==> src/rtl/capdiv_pkg.sv <==
package capdiv_pkg;
  typedef struct packed {
    logic       last;
    logic [2:0] mseq;
    logic       mstart;
    logic [2:0] wait_sel;
    logic [1:0] tx_drv;
    logic [1:0] sense_drv;
    logic       conv;
    logic       bal;
    logic       dischrg;
    logic       chrg;
  } cmd_t;

  localparam int CMD_W = $bits(cmd_t);
  localparam logic [2:0] WAIT_TA  = 3'd1;
  localparam logic [2:0] WAIT_TB  = 3'd2;
  localparam logic [2:0] WAIT_EOC = 3'd4;
endpackage

==> src/rtl/capdiv_step_timer.sv <==
module capdiv_step_timer
  import capdiv_pkg::*;
#(
  parameter int TMR_W = 8
) (
  input  logic             clk_i,
  input  logic             rst_ni,
  input  logic             load_i,
  input  logic [2:0]       load_wait_i,
  input  logic [TMR_W-1:0] tmr_a_i,
  input  logic [TMR_W-1:0] tmr_b_i,
  input  logic             active_i,
  input  logic [2:0]       cur_wait_i,
  input  logic             eoc_i,
  output logic             done_o
);
  logic [TMR_W-1:0] cnt_q, load_val;

  always_comb begin
    unique case (load_wait_i)
      WAIT_TA: load_val = tmr_a_i;
      WAIT_TB: load_val = tmr_b_i;
      default: load_val = '0;
    endcase
  end

  // counts N-1 down to 0 so a step spans N cycles
  always_ff @(posedge clk_i or negedge rst_ni) begin
    if (!rst_ni)                       cnt_q <= '0;
    else if (load_i)                   cnt_q <= (load_val == '0) ? '0 : load_val - 1'b1;
    else if (active_i && cnt_q != '0)  cnt_q <= cnt_q - 1'b1;
  end

  always_comb begin
    unique case (cur_wait_i)
      WAIT_TA, WAIT_TB: done_o = active_i && (cnt_q == '0);
      WAIT_EOC:         done_o = active_i && eoc_i;
      default:          done_o = active_i;
    endcase
  end
endmodule

==> src/rtl/capdiv_progress.sv <==
module capdiv_progress #(
  parameter int NSLOT = 16,
  parameter int REP_W = 4,
  parameter int REC_W = 5,
  localparam int SLOT_W = $clog2(NSLOT)
) (
  input  logic              clk_i,
  input  logic              rst_ni,
  input  logic              start_i,
  input  logic              step_done_i,
  input  logic              last_i,
  input  logic [REP_W-1:0]  rep_i,
  input  logic [REC_W:0]    rec_cnt_i,
  output logic [SLOT_W-1:0] slot_o,
  output logic [SLOT_W-1:0] next_slot_o,
  output logic [REC_W-1:0]  rec_o,
  output logic              scan_end_o
);
  logic [SLOT_W-1:0] slot_q;
  logic [REP_W-1:0]  pass_q;
  logic [REC_W-1:0]  rec_q;
  logic end_pass, last_pass, last_rec;

  assign end_pass   = last_i || (slot_q == SLOT_W'(NSLOT - 1));
  assign last_pass  = (pass_q == rep_i);
  assign last_rec   = ({1'b0, rec_q} + 1'b1) >= rec_cnt_i;
  assign scan_end_o = step_done_i && end_pass && last_pass && last_rec;
  assign next_slot_o = (start_i || end_pass) ? '0 : slot_q + 1'b1;

  always_ff @(posedge clk_i or negedge rst_ni) begin
    if (!rst_ni) begin
      slot_q <= '0;
      pass_q <= '0;
      rec_q  <= '0;
    end else if (start_i) begin
      slot_q <= '0;
      pass_q <= '0;
      rec_q  <= '0;
    end else if (step_done_i) begin
      slot_q <= next_slot_o;
      if (end_pass) begin
        if (last_pass) begin
          pass_q <= '0;
          rec_q  <= last_rec ? '0 : rec_q + 1'b1;
        end else begin
          pass_q <= pass_q + 1'b1;
        end
      end
    end
  end

  assign slot_o = slot_q;
  assign rec_o  = rec_q;
endmodule

==> src/rtl/capdiv_sequencer.sv <==
module capdiv_sequencer
  import capdiv_pkg::*;
#(
  parameter int NSLOT = 16,
  parameter int TMR_W = 8,
  parameter int REP_W = 4,
  parameter int REC_W = 5,
  localparam int SLOT_W = $clog2(NSLOT)
) (
  input  logic                   clk_i,
  input  logic                   rst_ni,
  input  logic [NSLOT*CMD_W-1:0] cmd_store_i,
  input  logic [TMR_W-1:0]       tmr_a_i,
  input  logic [TMR_W-1:0]       tmr_b_i,
  input  logic [REP_W-1:0]       rep_i,
  input  logic [REC_W:0]         rec_cnt_i,
  input  logic                   arm_i,
  input  logic                   trig_i,
  input  logic                   eoc_i,
  output logic                   busy_o,
  output logic [REC_W-1:0]       rec_idx_o,
  output logic                   chrg_o,
  output logic                   dischrg_o,
  output logic                   bal_o,
  output logic                   conv_o,
  output logic [1:0]             sense_drv_o,
  output logic [1:0]             tx_drv_o,
  output logic                   math_start_o,
  output logic [2:0]             math_seq_o,
  output logic                   scan_done_o
);
  cmd_t cmds [NSLOT];
  cmd_t cur;
  logic busy_q, armed_q, entry_q, done_q;
  logic start, step_done, scan_end;
  logic [SLOT_W-1:0] slot, next_slot;

  for (genvar g = 0; g < NSLOT; g++) begin : g_unpack
    assign cmds[g] = cmd_t'(cmd_store_i[g*CMD_W +: CMD_W]);
  end

  assign cur   = cmds[slot];
  assign start = trig_i && armed_q && !busy_q;

  always_ff @(posedge clk_i or negedge rst_ni) begin
    if (!rst_ni) begin
      busy_q  <= 1'b0;
      armed_q <= 1'b0;
      entry_q <= 1'b0;
      done_q  <= 1'b0;
    end else begin
      if (start)                 armed_q <= 1'b0;
      else if (arm_i && !busy_q) armed_q <= 1'b1;
      if (start)                 busy_q <= 1'b1;
      else if (scan_end)         busy_q <= 1'b0;
      entry_q <= start || (step_done && !scan_end);
      done_q  <= scan_end;
    end
  end

  capdiv_progress #(.NSLOT(NSLOT), .REP_W(REP_W), .REC_W(REC_W)) i_progress (
    .clk_i       (clk_i),
    .rst_ni      (rst_ni),
    .start_i     (start),
    .step_done_i (step_done),
    .last_i      (cur.last),
    .rep_i       (rep_i),
    .rec_cnt_i   (rec_cnt_i),
    .slot_o      (slot),
    .next_slot_o (next_slot),
    .rec_o       (rec_idx_o),
    .scan_end_o  (scan_end)
  );

  capdiv_step_timer #(.TMR_W(TMR_W)) i_timer (
    .clk_i       (clk_i),
    .rst_ni      (rst_ni),
    .load_i      (start || step_done),
    .load_wait_i (cmds[next_slot].wait_sel),
    .tmr_a_i     (tmr_a_i),
    .tmr_b_i     (tmr_b_i),
    .active_i    (busy_q),
    .cur_wait_i  (cur.wait_sel),
    .eoc_i       (eoc_i),
    .done_o      (step_done)
  );

  assign busy_o       = busy_q;
  assign scan_done_o  = done_q;
  assign chrg_o       = busy_q && cur.chrg;
  assign dischrg_o    = busy_q && cur.dischrg;
  assign bal_o        = busy_q && (cur.bal || cur.conv);  // converting forces balance
  assign conv_o       = entry_q && cur.conv;
  assign math_start_o = entry_q && cur.mstart;
  assign sense_drv_o  = busy_q ? cur.sense_drv : 2'd0;
  assign tx_drv_o     = busy_q ? cur.tx_drv : 2'd0;
  assign math_seq_o   = busy_q ? cur.mseq : 3'd0;
endmodule

==> config.mk <==
export PLATFORM = sky130hd
export DESIGN_NAME = capdiv_sequencer
export DESIGN_NICKNAME = d
export VERILOG_FILES = /design/src/rtl/capdiv_pkg.sv /design/src/rtl/capdiv_step_timer.sv /design/src/rtl/capdiv_progress.sv /design/src/rtl/capdiv_sequencer.sv
export SDC_FILE = /design/constraint.sdc
export NUM_CORES = 1
export LEC_CHECK = 0
export BUFFER_PORTS_ARGS = -buffer_cell sky130_fd_sc_hd__buf_2
export CAP_MARGIN = 10
export CORE_UTILIZATION = 25
export CTS_CLUSTER_SIZE = 12
export DETAILED_ROUTE_END_ITERATION = 16
export PLACE_DENSITY = 0.55
export SKIP_CTS_REPAIR_TIMING = 1
export SKIP_LAST_GASP = 1
export SLEW_MARGIN = 20
export SYNTH_ARGS = -nofsm -noshare
export SYNTH_HDL_FRONTEND = slang
export SYNTH_HIERARCHICAL = 1
export SYNTH_SLANG_ARGS = --single-unit
==> constraint.sdc <==
create_clock -name clk_i -period 14.95 [get_ports clk_i]
set_clock_uncertainty 0.05 [all_clocks]
set_input_delay 0 -clock clk_i [delete_from_list [all_inputs] [get_ports clk_i]]
set_output_delay 0 -clock clk_i [all_outputs]
set_load 0.02 [all_outputs]
**Word level (Yosys, flattened, before mapping)**

Cells that the tools add are included.

- Register bits: 25
- Input bits: 287
- Output and inout port bits: 19
- Logic and storage cells: 90

- Add/sub/neg operators: 6
- $lt $le $gt $ge: 3
- Equal/unequal tests: 7
- Mux-type cells: 30
- Bitwise logic cells: 2
- Reduce and logical (&&, ||, !) cells: 34

Operators by type and width:

| cell | number |
|---|---|
| $bmux 16 s4 | 2 |
| $mux 16 | 2 |
| $mux 4 | 7 |
| $mux 5 | 5 |
| $mux 8 | 3 |
| $mux 11 | 2 |
| $logic_not 8->1 | 2 |
| $pmux 8 s2 | 1 |
| $sub 8x1->8 const B | 2 |
| $logic_and 1x1->1 | 15 |
| $reduce_bool 2->1 | 6 |
| $ge 5x5->1 const B | 2 |
| $not 4->5 | 2 |
| $add 4x1->4 const B | 2 |
| $reduce_bool 8->1 | 1 |
| $add 5x1->6 const B | 1 |
| $eq 3x1->1 const B | 2 |
| $eq 3x2->1 const B | 2 |
| $ge 6x6->1 | 1 |
| $add 5x1->5 const B | 1 |
| $logic_or 1x1->1 | 5 |
| $eq 4x4->1 | 1 |
| $eq 4x4->1 const B | 1 |
| $mux 1 | 4 |
| 8 further kinds | 10 |

**Logic depth before layout (Yosys ltp)**

Gate-level depths: netlist (run 1).

- Depth in word-level cells: 16
- Gate-level depth with buffers: 17
- Mapped depth without buffers: 13

**Hierarchy**

Netlist (run 1), hierarchy kept.

Modules (own cells, without submodules):

| module | times used | cells an instance | area an instance (um^2) | sequential area each (um^2) |
|---|---|---|---|---|
| capdiv_sequencer | 1 | 150 | 2497.4 | 100.1 |
| capdiv_step_timer | 1 | 107 | 939.7 | 200.2 |
| capdiv_progress | 1 | 104 | 908.4 | 325.3 |

**Worst setup path before layout (run 1)**

OpenSTA, ideal clock, no wires.

- Path kind: register -> register
- Start point: register i_progress.slot_q[0] (netlist: i_progress/slot_o[0])
- End point: register i_timer.cnt_q[6]
- Setup time: 0.082 ns
- Arrival: 5.401 ns
- Required time: 14.818 ns
- Setup slack: 9.417 ns
- Cell stages (with the launch flop): 18
- Path buffers: 4
- Period minus slack after synthesis: 5.533 ns
- Path through: dfrtp_1 > buf_6 > buf_2 > mux4_2 > mux4_2 > a31o_2 > or2_2 > nor2_1 > buf_2 > mux4_2 > mux4_2 > nor2b_1 > buf_2 > a32oi_1 > ha_1 > nand2_1 > a2111o_1 > a31oi_1

RTL lines:

| element | RTL line | RTL |
|---|---|---|
| start: declaration | capdiv_progress.sv:19 | `logic [SLOT_W-1:0] slot_q;` |
| start signal: assignment | capdiv_progress.sv:40 | `slot_q <= next_slot_o;` |
| end signal: assignment | capdiv_step_timer.sv:30 | `else if (load_i) cnt_q <= (load_val == '0) ? '0 : load_val - 1'b1;` |
| end signal: assignment | capdiv_step_timer.sv:31 | `else if (active_i && cnt_q != '0) cnt_q <= cnt_q - 1'b1;` |
| end: declaration | capdiv_step_timer.sv:17 | `logic [TMR_W-1:0] cnt_q, load_val;` |

==> impl_metrics.csv, run 1 <==
group,metric,value,unit
final_layout,design_area,6130,sq um
grt,antenna_found_initial,11,
synth,synth.yosys.warnings,6,
final_layout,layout-area-overhead-vs-synth,41.2,%
placed_design,post-place-cells,862,
placed_design,hpwl_after_detailed_placement,18800,um
grt,globalRouteTotalUtil,24.2,%
power,sw_pwr,0.516,mW
floorplanning,die_width,134,um
synth,synthFlopType,"dfrtp_1",
placed_design,gpl.final_weighted_congestion,0.962,
timing,setup_slack,8270,ps
clocking,ctsRootBufferMaster,"clkbuf_16",
grt,first_global_vias,4934,
clocking,numCtsBuffers,3,
drt,drt_antenna_net_count,0,
synth,ys_seq_area_share,14.4,%
synth,netlist_area,4350,sq um
drt,drt-wirelength-per-cell,24.4,um
timing,fin_crit,6680,ps
synth,yosysUniqueCellTypes,56,
grt,pin_count_of_the_biggest_net_entering_global_routing,57,
timing,final_setup_tns,0,ps
worst_setup_path,required,15070,ps
synth,netlist.top_cell.by_area,"mux4_2",
final_layout,finish.cell_count_without_fillers,876,
timing,slew_headroom,40.5,%
grt,global_route.overflow_total,0,
floorplanning,fp.dieArea,17900,sq um
clocking,clock_sinks,25,
synth,synth_edf_count,0,
final_layout,final_layout_size_suffix_gt1_share,65.5,%
drt,drc_errors,0,
power,power_density,177,nW/um^2
drt,drt_first_iter_violations,271,
clocking,tritoncts,"built",
worst_setup_path,worst-setup-path-type,"flop to flop",
power,power_leakage,2.71,nW
timing,final.period_utilization,44.7,%
timing,finalMaxSlewViolations,0,
timing,worst_slew_pin_slew,893,ps
final_layout,finish.net_count,948,
floorplanning,placementRows,47,
worst_setup_path,crit_path_start_kind,"flop",
floorplanning,core,16800,sq um
synth,synth_largest_type_area_fraction,48.2,%
power,vdd_ir_drop_max,0.0000644,V
worst_setup_path,crit_path_end_kind,"flop",
placed_design,pre_cts_slack,7920,ps
synth,synth_area_per_cell,12.0,sq um
clocking,clk_pin_slew_worst_paths,70,ps
placed_design,placedInstanceArea,6020,sq um
power,power_frac_comb,80.3,%
floorplanning,io_pins,306,
status,failed_checks,"negative hold slack",
timing,rsz0062_at_grt,"false",
synth,synth.top_cells.by_area,"mux4_2 48%, dfrtp_1 14%, ha_1 3.7%, xnor2_1 2.4%, nor2b_1 1.9%",
timing,timing_hold_violations_final,1,
status,run_status,"finished, violations left",
synth,synth_fp_nets,661,
drt,drt_pass1_iterations,4,
floorplanning,initial_utilization,25.9,%
power,pwr-share-seq,14.2,%
drt,wirelength,21400,um
grt,first_pass_grt_wire_length,31600,um
clocking,clock_insertion_delay_worst_skew,260,ps
clocking,ctsHtreeMaxLevel,1,
timing,finalHoldWorstSlack,-36.0,ps
clocking,cts_buffer_depth,2,
timing,max_freq,150,MHz
worst_setup_path,arrival,6790,ps
drt,dr_total_vias,4714,
power,internal_power,0.567,mW
min_path,hp-class,"input port to flop",
synth,syn-instance-count,361,
worst_setup_path,timing.critical_path.fanout_max,48,
timing,setup_viol,0,
drt,vias_per_cell,5.38,
power,clock_power_share,5.5,%
job,total_of_max_cap_violations,0,
synth,ys_async_sr_fraction,100,%
floorplanning,die_height,134,um
synth,ys_ff_latch,25,
placed_design,io_buffer_count,305,
power,power.switching_fraction,47.6,%
## sequential cells by signal (all words and copies together) (netlist names)
register / cells
i_progress/slot_o: 4
i_progress/rec_o: 5
entry_q: 1
i_timer/cnt_q: 8
scan_done_o: 1
i_progress/pass_q: 4
busy_o: 1
armed_q: 1
## power by group through the flow
stage | sequential, mW | combinational [mW] | clock [mW]
final | 0.154 | 0.869 | 0.0597
after global routing | 0.163 | 0.953 | 0.0648
after CTS | 0.156 | 0.875 | 0.0613
after detailed placement | 0.157 | 0.872 | 0
after global placement | 0.155 | 0.854 | 0
after floorplan | 0.134 | 0.706 | 0
## cell usage after synthesis, types with 6 or more instances
master    number
o31ai_1        6
o21ai_0       10
ha_1          13
xnor2_1       12
dfrtp_1       25
nand2_1       19
inv_1         19
and2_1        11
buf_6          6
mux4_2        93
nand3_1       14
nor2b_1       13
clkbuf_1      14
nor2_1        17
a21oi_1        9
## final timing paths
| kind | from | endpoint | slack (ps) | cells after the start |
|---|---|---|---|---|
| min reg2reg | armed_q | armed_q | 460 | 2 |
| max | i_progress/slot_o[0] | i_timer/cnt_q[7] | 8270 | 14 |
| max in group asynchronous | rst_ni | i_progress/slot_o[0] | 14200 | 2 |
| max reg2reg | i_progress/slot_o[0] | i_timer/cnt_q[7] | 8270 | 14 |
| min in group asynchronous | rst_ni | busy_o | 220 | 2 |
| min | arm_i | armed_q | -40 | 3 |
## layout by cell type (no fill, tap or decap), types with 9 or more instances in the layout
cell and n:
a21oi_1 9, nor2b_1 13, nand2_1 19, xnor2_1 12, ha_1 13, buf_2 305
nand3_1 14, o21ai_0 10, nor2_1 16, dfrtp_1 22, diode_2 9, inv_1 19
mux4_2 93, and2_1 11
## critical path, cell delays in order (launching register included)
cell	delay (ps)
dfrtp_4	650
buf_4	750
mux4_2	600
mux4_2	480
a31o_2	250
or2_2	330
nor2_2	540
mux4_2	420
mux4_2	500
nor2b_1	670
a32oi_1	350
ha_1	330
nand3b_1	150
or4_1	410
o211ai_1	100
## layer usage
metal / track usage (%) / part of all wire [%] / vias to the layer above
met5: 3.33 / 0.11 / -
li1: - / - / 2080
met4: 8.02 / 1.4 / 4
met1: 29.7 / 39 / 2400
met3: 5.40 / 6.4 / 26
met2: 41.7 / 53 / 204
## logic make-up (layout without fill, tap and decap cells)
| logic type | Yosys count | after routing | share of synthesized area (%) |
|---|---|---|---|
| buf+inv | 48 | 334 | 5.50 |
| flops | 25 | 25 | 14.4 |
| simple gates | 97 | 97 | 12.0 |
| compound gates | 64 | 64 | 11.7 |
| mux | 97 | 97 | 49.2 |
| fa+ha+maj | 13 | 13 | 3.74 |
| other cells | 0 | 9 | 0 |
| xor+xnor | 17 | 17 | 3.43 |
## per-stage QoR
stage	util [%]	power, mW
floorplan	-	0.840
global placement	35.9	1.01
detailed placement	35.9	1.03
CTS	36.4	1.09
global route	36.6	1.18
finish	36.6	1.08
## area by class of cell
class                           count  area (sq um)
Fill cell                        1713         10600
Multi-Input combinational cell    288          3480
Timing Repair Buffer              310          1570
Sequential cell                    25           632
Tap cell                          220           275
Clock buffer                        3          75.1
Inverter                           20          75.1
Antenna cell                        9          22.5
Clock inverter                      1          5.00
(Power assumes the default switching activity.)
==> run 2: changes to the inputs <==
--- a/config.mk
+++ b/config.mk
@@ -10,7 +10,7 @@
 export CORE_UTILIZATION = 25
 export CTS_CLUSTER_SIZE = 12
 export DETAILED_ROUTE_END_ITERATION = 16
-export PLACE_DENSITY = 0.55
+export PLACE_DENSITY = 0.57
 export SKIP_CTS_REPAIR_TIMING = 1
 export SKIP_LAST_GASP = 1
 export SLEW_MARGIN = 20
==> constraint.sdc (replaced) <==
create_clock -name clk_i -period 5.7 [get_ports clk_i]
set_clock_uncertainty 0.05 [all_clocks]
set_input_delay 0 -clock clk_i [delete_from_list [all_inputs] [get_ports clk_i]]
set_output_delay 0 -clock clk_i [all_outputs]
set_load 0.02 [all_outputs]
==> run 2 against run 1 <==
Hold slack improved by 93 ps. Clock power increased to 2.7 times the previous value. Register-to-register slack got worse by 7800 ps. Via count decreased by 3.6%. Critical path depth increased by 1. Critical path type unchanged. Largest cell class unchanged. Count of clock-buffer cells in the layout unchanged. Critical endpoint is now i_timer/cnt_q[6]. Sequential power increased by 140%. Total power increased to 2.7 times the previous value. Cell count unchanged. Largest power group unchanged. Routed wire length decreased by 21%. Flip-flop and latch count unchanged. The flow now finishes without violations.
==> impl_metrics.csv, run 2 (synthesized netlist as in run 1, its figures left out) <==
group,metric,value,unit
power,power_frac_comb,81.6,%
drt,vias_per_cell,5.19,
drt,wirelength,16900,um
grt,global_route.overflow_total,0,
power,clock_power_share,5.6,%
power,power_leakage,2.75,nW
final_layout,final_layout_size_suffix_gt1_share,65.7,%
worst_setup_path,r2r_setup_slack,490,ps
timing,max_freq,192,MHz
drt,drt_antenna_net_count,0,
grt,antenna_found_initial,2,
clocking,numCtsBuffers,3,
clocking,cts_buffer_depth,2,
final_layout,largest_register,"i_timer/cnt_q",
floorplanning,initial_utilization,25.9,%
timing,fin_crit,5210,ps
final_layout,commonest_cells_after_routing_fill_and_taps_aside,"305 x buf_2, 93 x mux4_2, 22 x dfrtp_1",
drt,drt_first_iter_violations,351,
floorplanning,io_pins,306,
worst_setup_path,crit_path_start_kind,"flop",
worst_setup_path,timing.critical_path.slowest_stage_cell,"mux4_2",
floorplanning,die_width,134,um
clocking,clock_insertion_delay_worst_skew,260,ps
final_layout,largest_reg_flops,8,
power,power_density,464,nW/um^2
timing,worst_slew_pin_slew,857,ps
worst_setup_path,arrival,5350,ps
worst_setup_path,worst_path_dominant_cell_family,"multiplexers",
grt,first_global_vias,4653,
clocking,ctsRootBufferMaster,"clkbuf_16",
final_layout,antennaDiodeCount,0,
grt,globalRouteTotalUtil,18.7,%
drt,drt_pass1_iterations,4,
worst_setup_path,worst-setup-path-type,"flop to flop",
worst_setup_path,required,5840,ps
power,sw_pwr,1.35,mW
timing,final.period_utilization,91.5,%
worst_setup_path,crit_buf_inv,2,
timing,finalMaxSlewViolations,0,
final_layout,design_area,6180,sq um
timing,setup_viol,0,
drt,drt-wirelength-per-cell,19.3,um
worst_setup_path,worstPathCellList,"mux4_2 > mux4_2 > a31o_2 > or2_2 > nor2_1 > buf_4 > mux4_2 > mux4_2 > nor2b_1 > buf_4 > a32oi_1 > ha_1 > nand2_1 > a2111o_1 > a31oi_1",
power,internal_power,1.52,mW
timing,rsz0062_at_grt,"false",
placed_design,io_buffer_count,305,
timing,finalHoldWorstSlack,57.3,ps
clocking,clk_pin_slew_worst_paths,70,ps
grt,pin_count_of_the_biggest_net_entering_global_routing,55,
final_layout,finish.net_count,957,
min_path,hp-class,"input port to flop",
floorplanning,core,16800,sq um
worst_setup_path,critical_path.most_common_cell,"mux4_2",
clocking,tritoncts,"built",
timing,setup_slack,486,ps
floorplanning,placementRows,47,
clocking,ctsHtreeMaxLevel,1,
placed_design,placedInstanceArea,6080,sq um
timing,timing_hold_violations_final,0,
drt,drc_errors,0,
power,power.switching_fraction,46.9,%
job,total_of_max_cap_violations,0,
timing,final_setup_tns,0,ps
placed_design,hpwl_after_detailed_placement,14700,um
clocking,clock_sinks,25,
power,total_power,2.87,mW
placed_design,pre_cts_slack,496,ps
power,pwr-share-seq,12.7,%
drt,dr_total_vias,4545,
floorplanning,fp.dieArea,17900,sq um
timing,slew_headroom,42.8,%
status,run_status,"completed",
floorplanning,die_height,134,um
final_layout,layout-area-overhead-vs-synth,42.3,%
worst_setup_path,crit_path_end_kind,"flop",
worst_setup_path,critical_path.max_stage_delay,540,ps
grt,first_pass_grt_wire_length,25800,um
power,vdd_ir_drop_max,0.000197,V
placed_design,gpl.final_weighted_congestion,0.888,
worst_setup_path,timing.critical_path.fanout_max,13,
final_layout,layout_commonest_cell,"buf_2",
run 2: cell types whose count changed in the layout (fill, tap and decap cells not counted):
cell	previous run	this run
buf_4	4	12
clkinv_2	1	0
clkinvlp_4	0	1
diode_2	9	0
dlygate4sd3_1	1	2
nor2_1	16	17
nor2_2	1	0
run 2: routing by layer:
metal,GRT usage (%),routed length [um]
met4,3.28,209
met1,24.3,6860
met5,0,11
met2,32.1,8510
met3,4.12,1320
run 2: worst paths after layout:
check,startpoint,to,cells past startpoint
setup reg to reg,i_progress/slot_o[0],i_timer/cnt_q[6],15
hold / removal,trig_i,entry_q,3
setup / recovery,i_progress/slot_o[0],i_timer/cnt_q[6],15
hold reg to reg,armed_q,armed_q,2
max in group asynchronous,rst_ni,i_progress/slot_o[0],2
min in group asynchronous,rst_ni,i_progress/rec_o[4],2
run 2: per-stage QoR:
step	utilization, %	cells
after detailed placement	36.3	870
after floorplan	-	361
after CTS	36.8	874
final	36.9	876
after global placement	36.3	870
after global routing	36.9	876
run 2: tightest hold or removal path, delay by kind of cell:
family	cells	cell delay (ps)
and+or+nand+nor	1	140
AOI/OAI and AO/OA	1	110
buffers and inverters	1	90
run 2: area by class of cell:
class | count | area [sq um]
fill | 1687 | 10600
multi-input combinational | 288 | 3480
timing repair buffer | 319 | 1640
sequential | 25 | 632
tap | 220 | 275
clock buffer | 3 | 75.1
inverter | 20 | 75.1
clock inverter | 1 | 7.51
run 2: power by group through the flow:
| stage | Sequential (mW) | Clock, mW | Combinational (mW) |
|---|---|---|---|
| after floorplan | 0.351 | 0 | 1.85 |
| after global placement | 0.369 | 0 | 2.34 |
| after detailed placement | 0.370 | 0 | 2.36 |
| after CTS | 0.367 | 0.169 | 2.37 |
| after global routing | 0.381 | 0.177 | 2.57 |
| final | 0.365 | 0.162 | 2.34 |
==> run 3: changes to the inputs <==
--- a/config.mk
+++ b/config.mk
@@ -7,12 +7,13 @@
 export LEC_CHECK = 0
 export BUFFER_PORTS_ARGS = -buffer_cell sky130_fd_sc_hd__buf_2
 export CAP_MARGIN = 10
-export CORE_UTILIZATION = 25
+export CORE_AREA = 2 2 119 121
 export CTS_CLUSTER_SIZE = 12
 export DETAILED_ROUTE_END_ITERATION = 16
-export PLACE_DENSITY = 0.57
+export DIE_AREA = 0 0 121 123
+export PLACE_DENSITY = 0.7
+export RECOVER_POWER = 50
 export SKIP_CTS_REPAIR_TIMING = 1
-export SKIP_LAST_GASP = 1
 export SLEW_MARGIN = 20
 export SYNTH_ARGS = -nofsm -noshare
 export SYNTH_HDL_FRONTEND = slang
==> run 3 against run 2 <==
Non-clock buffer count unchanged. Routed wire length down 1.3%. First-iteration DRC count down 19%. Setup slack worse by 47 ps. Highest routed layer is now met4. Global-route usage up 3.3 points. Design area down 0.91%. Largest cell class unchanged. Sequential share of layout area up 0.094 points. Register-to-register slack worse by 50 ps. Clock power about the same. Cell count down 4.1%. The flow now finishes with violations (max-capacitance violations, max-slew violations). Flip-flop and latch count unchanged.
==> impl_metrics.csv, run 3 (synthesized netlist as in run 1, its figures left out) <==
group,metric,value,unit
timing,rsz0062_at_grt,"false",
grt,globalRouteTotalUtil,22.0,%
drt,drt_antenna_net_count,0,
worst_setup_path,reg2reg_from,"i_progress/slot_o[0]",
clocking,clock_insertion_delay_worst_skew,260,ps
drt,wirelength,16700,um
timing,worst_slew_pin_slew,1790,ps
floorplanning,core,13600,sq um
job,total_of_max_cap_violations,1,
power,clock_power_share,5.6,%
floorplanning,placementRows,43,
clocking,tritoncts,"built",
floorplanning,fp.dieArea,14900,sq um
worst_setup_path,r2r_cells,15,
timing,finalMaxSlewViolations,24,
worst_setup_path,timing.critical_path.fanout_max,12,
worst_setup_path,required,5830,ps
clocking,numCtsBuffers,3,
min_path,whs_path_depth,3,
timing,fin_crit,5260,ps
power,internal_power,1.52,mW
floorplanning,die_height,123,um
floorplanning,initial_utilization,31.9,%
final_layout,commonest_cells_after_routing_fill_and_taps_aside,"298 x buf_2, 93 x mux4_2, 22 x dfrtp_1",
grt,pin_count_of_the_biggest_net_entering_global_routing,56,
worst_setup_path,r2r_setup_slack,440,ps
placed_design,post-place-cells,830,
grt,first_pass_grt_wire_length,25100,um
clocking,clk_pin_slew_worst_paths,70,ps
final_layout,finish.cell_count_without_fillers,840,
power,power.switching_fraction,47.2,%
final_layout,layout-area-overhead-vs-synth,41.0,%
timing,final.period_utilization,92.3,%
worst_setup_path,crit_path_start_kind,"flop",
clocking,cts_buffer_depth,2,
grt,global_route.overflow_total,0,
worst_setup_path,r2r-end,"i_timer/cnt_q[6]",
drt,drt-wirelength-per-cell,19.9,um
worst_setup_path,arrival,5400,ps
placed_design,gpl.final_weighted_congestion,0.848,
drt,dr_total_vias,4590,
final_layout,largest_reg_flops,8,
timing,final_setup_tns,0,ps
min_path,min_to,"busy_o",
timing,setup_viol,0,
placed_design,hpwl_after_detailed_placement,14500,um
status,run_status,"finished, violations left",
status,failed_checks,"max-capacitance violations, max-slew violations",
timing,slew_headroom,-19.6,%
drt,vias_per_cell,5.46,
final_layout,finalCoreUtilization,45.0,%
final_layout,design_area,6130,sq um
worst_setup_path,crit_path_end_kind,"flop",
timing,max_freq,190,MHz
final_layout,final_layout_size_suffix_gt1_share,64.3,%
clocking,ctsHtreeMaxLevel,1,
power,power_density,471,nW/um^2
power,power_leakage,2.72,nW
floorplanning,die_width,121,um
timing,timing_hold_violations_final,0,
clocking,clock_sinks,25,
final_layout,largest_register,"i_timer/cnt_q",
timing,finalHoldWorstSlack,25.8,ps
power,power_frac_comb,82.0,%
min_path,hp-class,"input port to flop",
grt,first_global_vias,4709,
worst_setup_path,worst-setup-path-type,"flop to flop",
placed_design,io_buffer_count,305,
power,sw_pwr,1.36,mW
power,pwr-share-seq,12.3,%
drt,drt_pass1_iterations,5,
power,vdd_ir_drop_max,0.000192,V
drt,drt_first_iter_violations,285,
final_layout,finish.net_count,957,
final_layout,layout_commonest_cell,"buf_2",
floorplanning,io_pins,306,
grt,antenna_found_initial,4,
placed_design,placedInstanceArea,6030,sq um
min_path,worst_min_path_start,"trig_i",
drt,drc_errors,0,
clocking,ctsRootBufferMaster,"clkbuf_16",
==> run 3: layout make-up <==
cell class,instances,area (sq um)
fill,1322,7490
timing repair buffer,319,1620
antenna,4,10.0
clock inverter,1,7.51
inverter,20,75.1
sequential,25,632
tap,180,225
clock buffer,3,75.1
multi-input combinational,288,3480
==> run 3: routing by layer <==
metal / GRT usage [%] / up-vias / share of wire, %
met2: 37.4 / 265 / 48
met4: 3.34 / 0 / 1.6
met5: 0 / - / 0
met1: 29.0 / 2205 / 40
met3: 5.77 / 22 / 10
li1: - / 2098 / -
==> run 3: critical path, cell delays in order, from the launching register on <==
cell and delay, ps:
dfrtp_4 480, mux4_2 520, mux4_2 480, a31o_2 250, or2_2 320, nor2_1 160, buf_4 280, mux4_2 520
mux4_2 480, nor2b_1 150, buf_4 170, a32oi_1 430, ha_1 290, nand2_1 70, a2111o_1 410, a31oi_1 130
==> run 3: worst max path at each step <==
stage	start	endpoint	cells after the start
CTS	i_progress/slot_o[0]	i_timer/cnt_q[6]	15
global placement	i_progress/slot_o[0]	i_timer/cnt_q[6]	15
global route	i_progress/slot_o[0]	i_timer/cnt_q[0]	15
detailed placement	i_progress/slot_o[0]	i_timer/cnt_q[6]	15
finish	i_progress/slot_o[0]	i_timer/cnt_q[6]	15
floorplan	i_progress/slot_o[0]	i_timer/cnt_q[6]	17
==> run 3: through the flow <==
| stage | total power, mW | setup slack, ps |
|---|---|---|
| final | 2.88 | 439 |
| after global placement | 2.70 | 627 |
| after global routing | 3.14 | 174 |
| after CTS | 2.90 | 468 |
| after floorplan | 2.20 | 167 |
| after detailed placement | 2.73 | 509 |
==> run 3: power groups by stage <==
| stage | Combinational (mW) | Clock [mW] | Sequential, mW |
|---|---|---|---|
| 6_report | 2.37 | 0.163 | 0.356 |
| 5_1_grt | 2.59 | 0.178 | 0.369 |
| 4_1_cts | 2.38 | 0.168 | 0.356 |
| 3_5_place_dp | 2.37 | 0 | 0.359 |
| 3_3_place_gp | 2.34 | 0 | 0.354 |
| 2_1_floorplan | 1.85 | 0 | 0.351 |
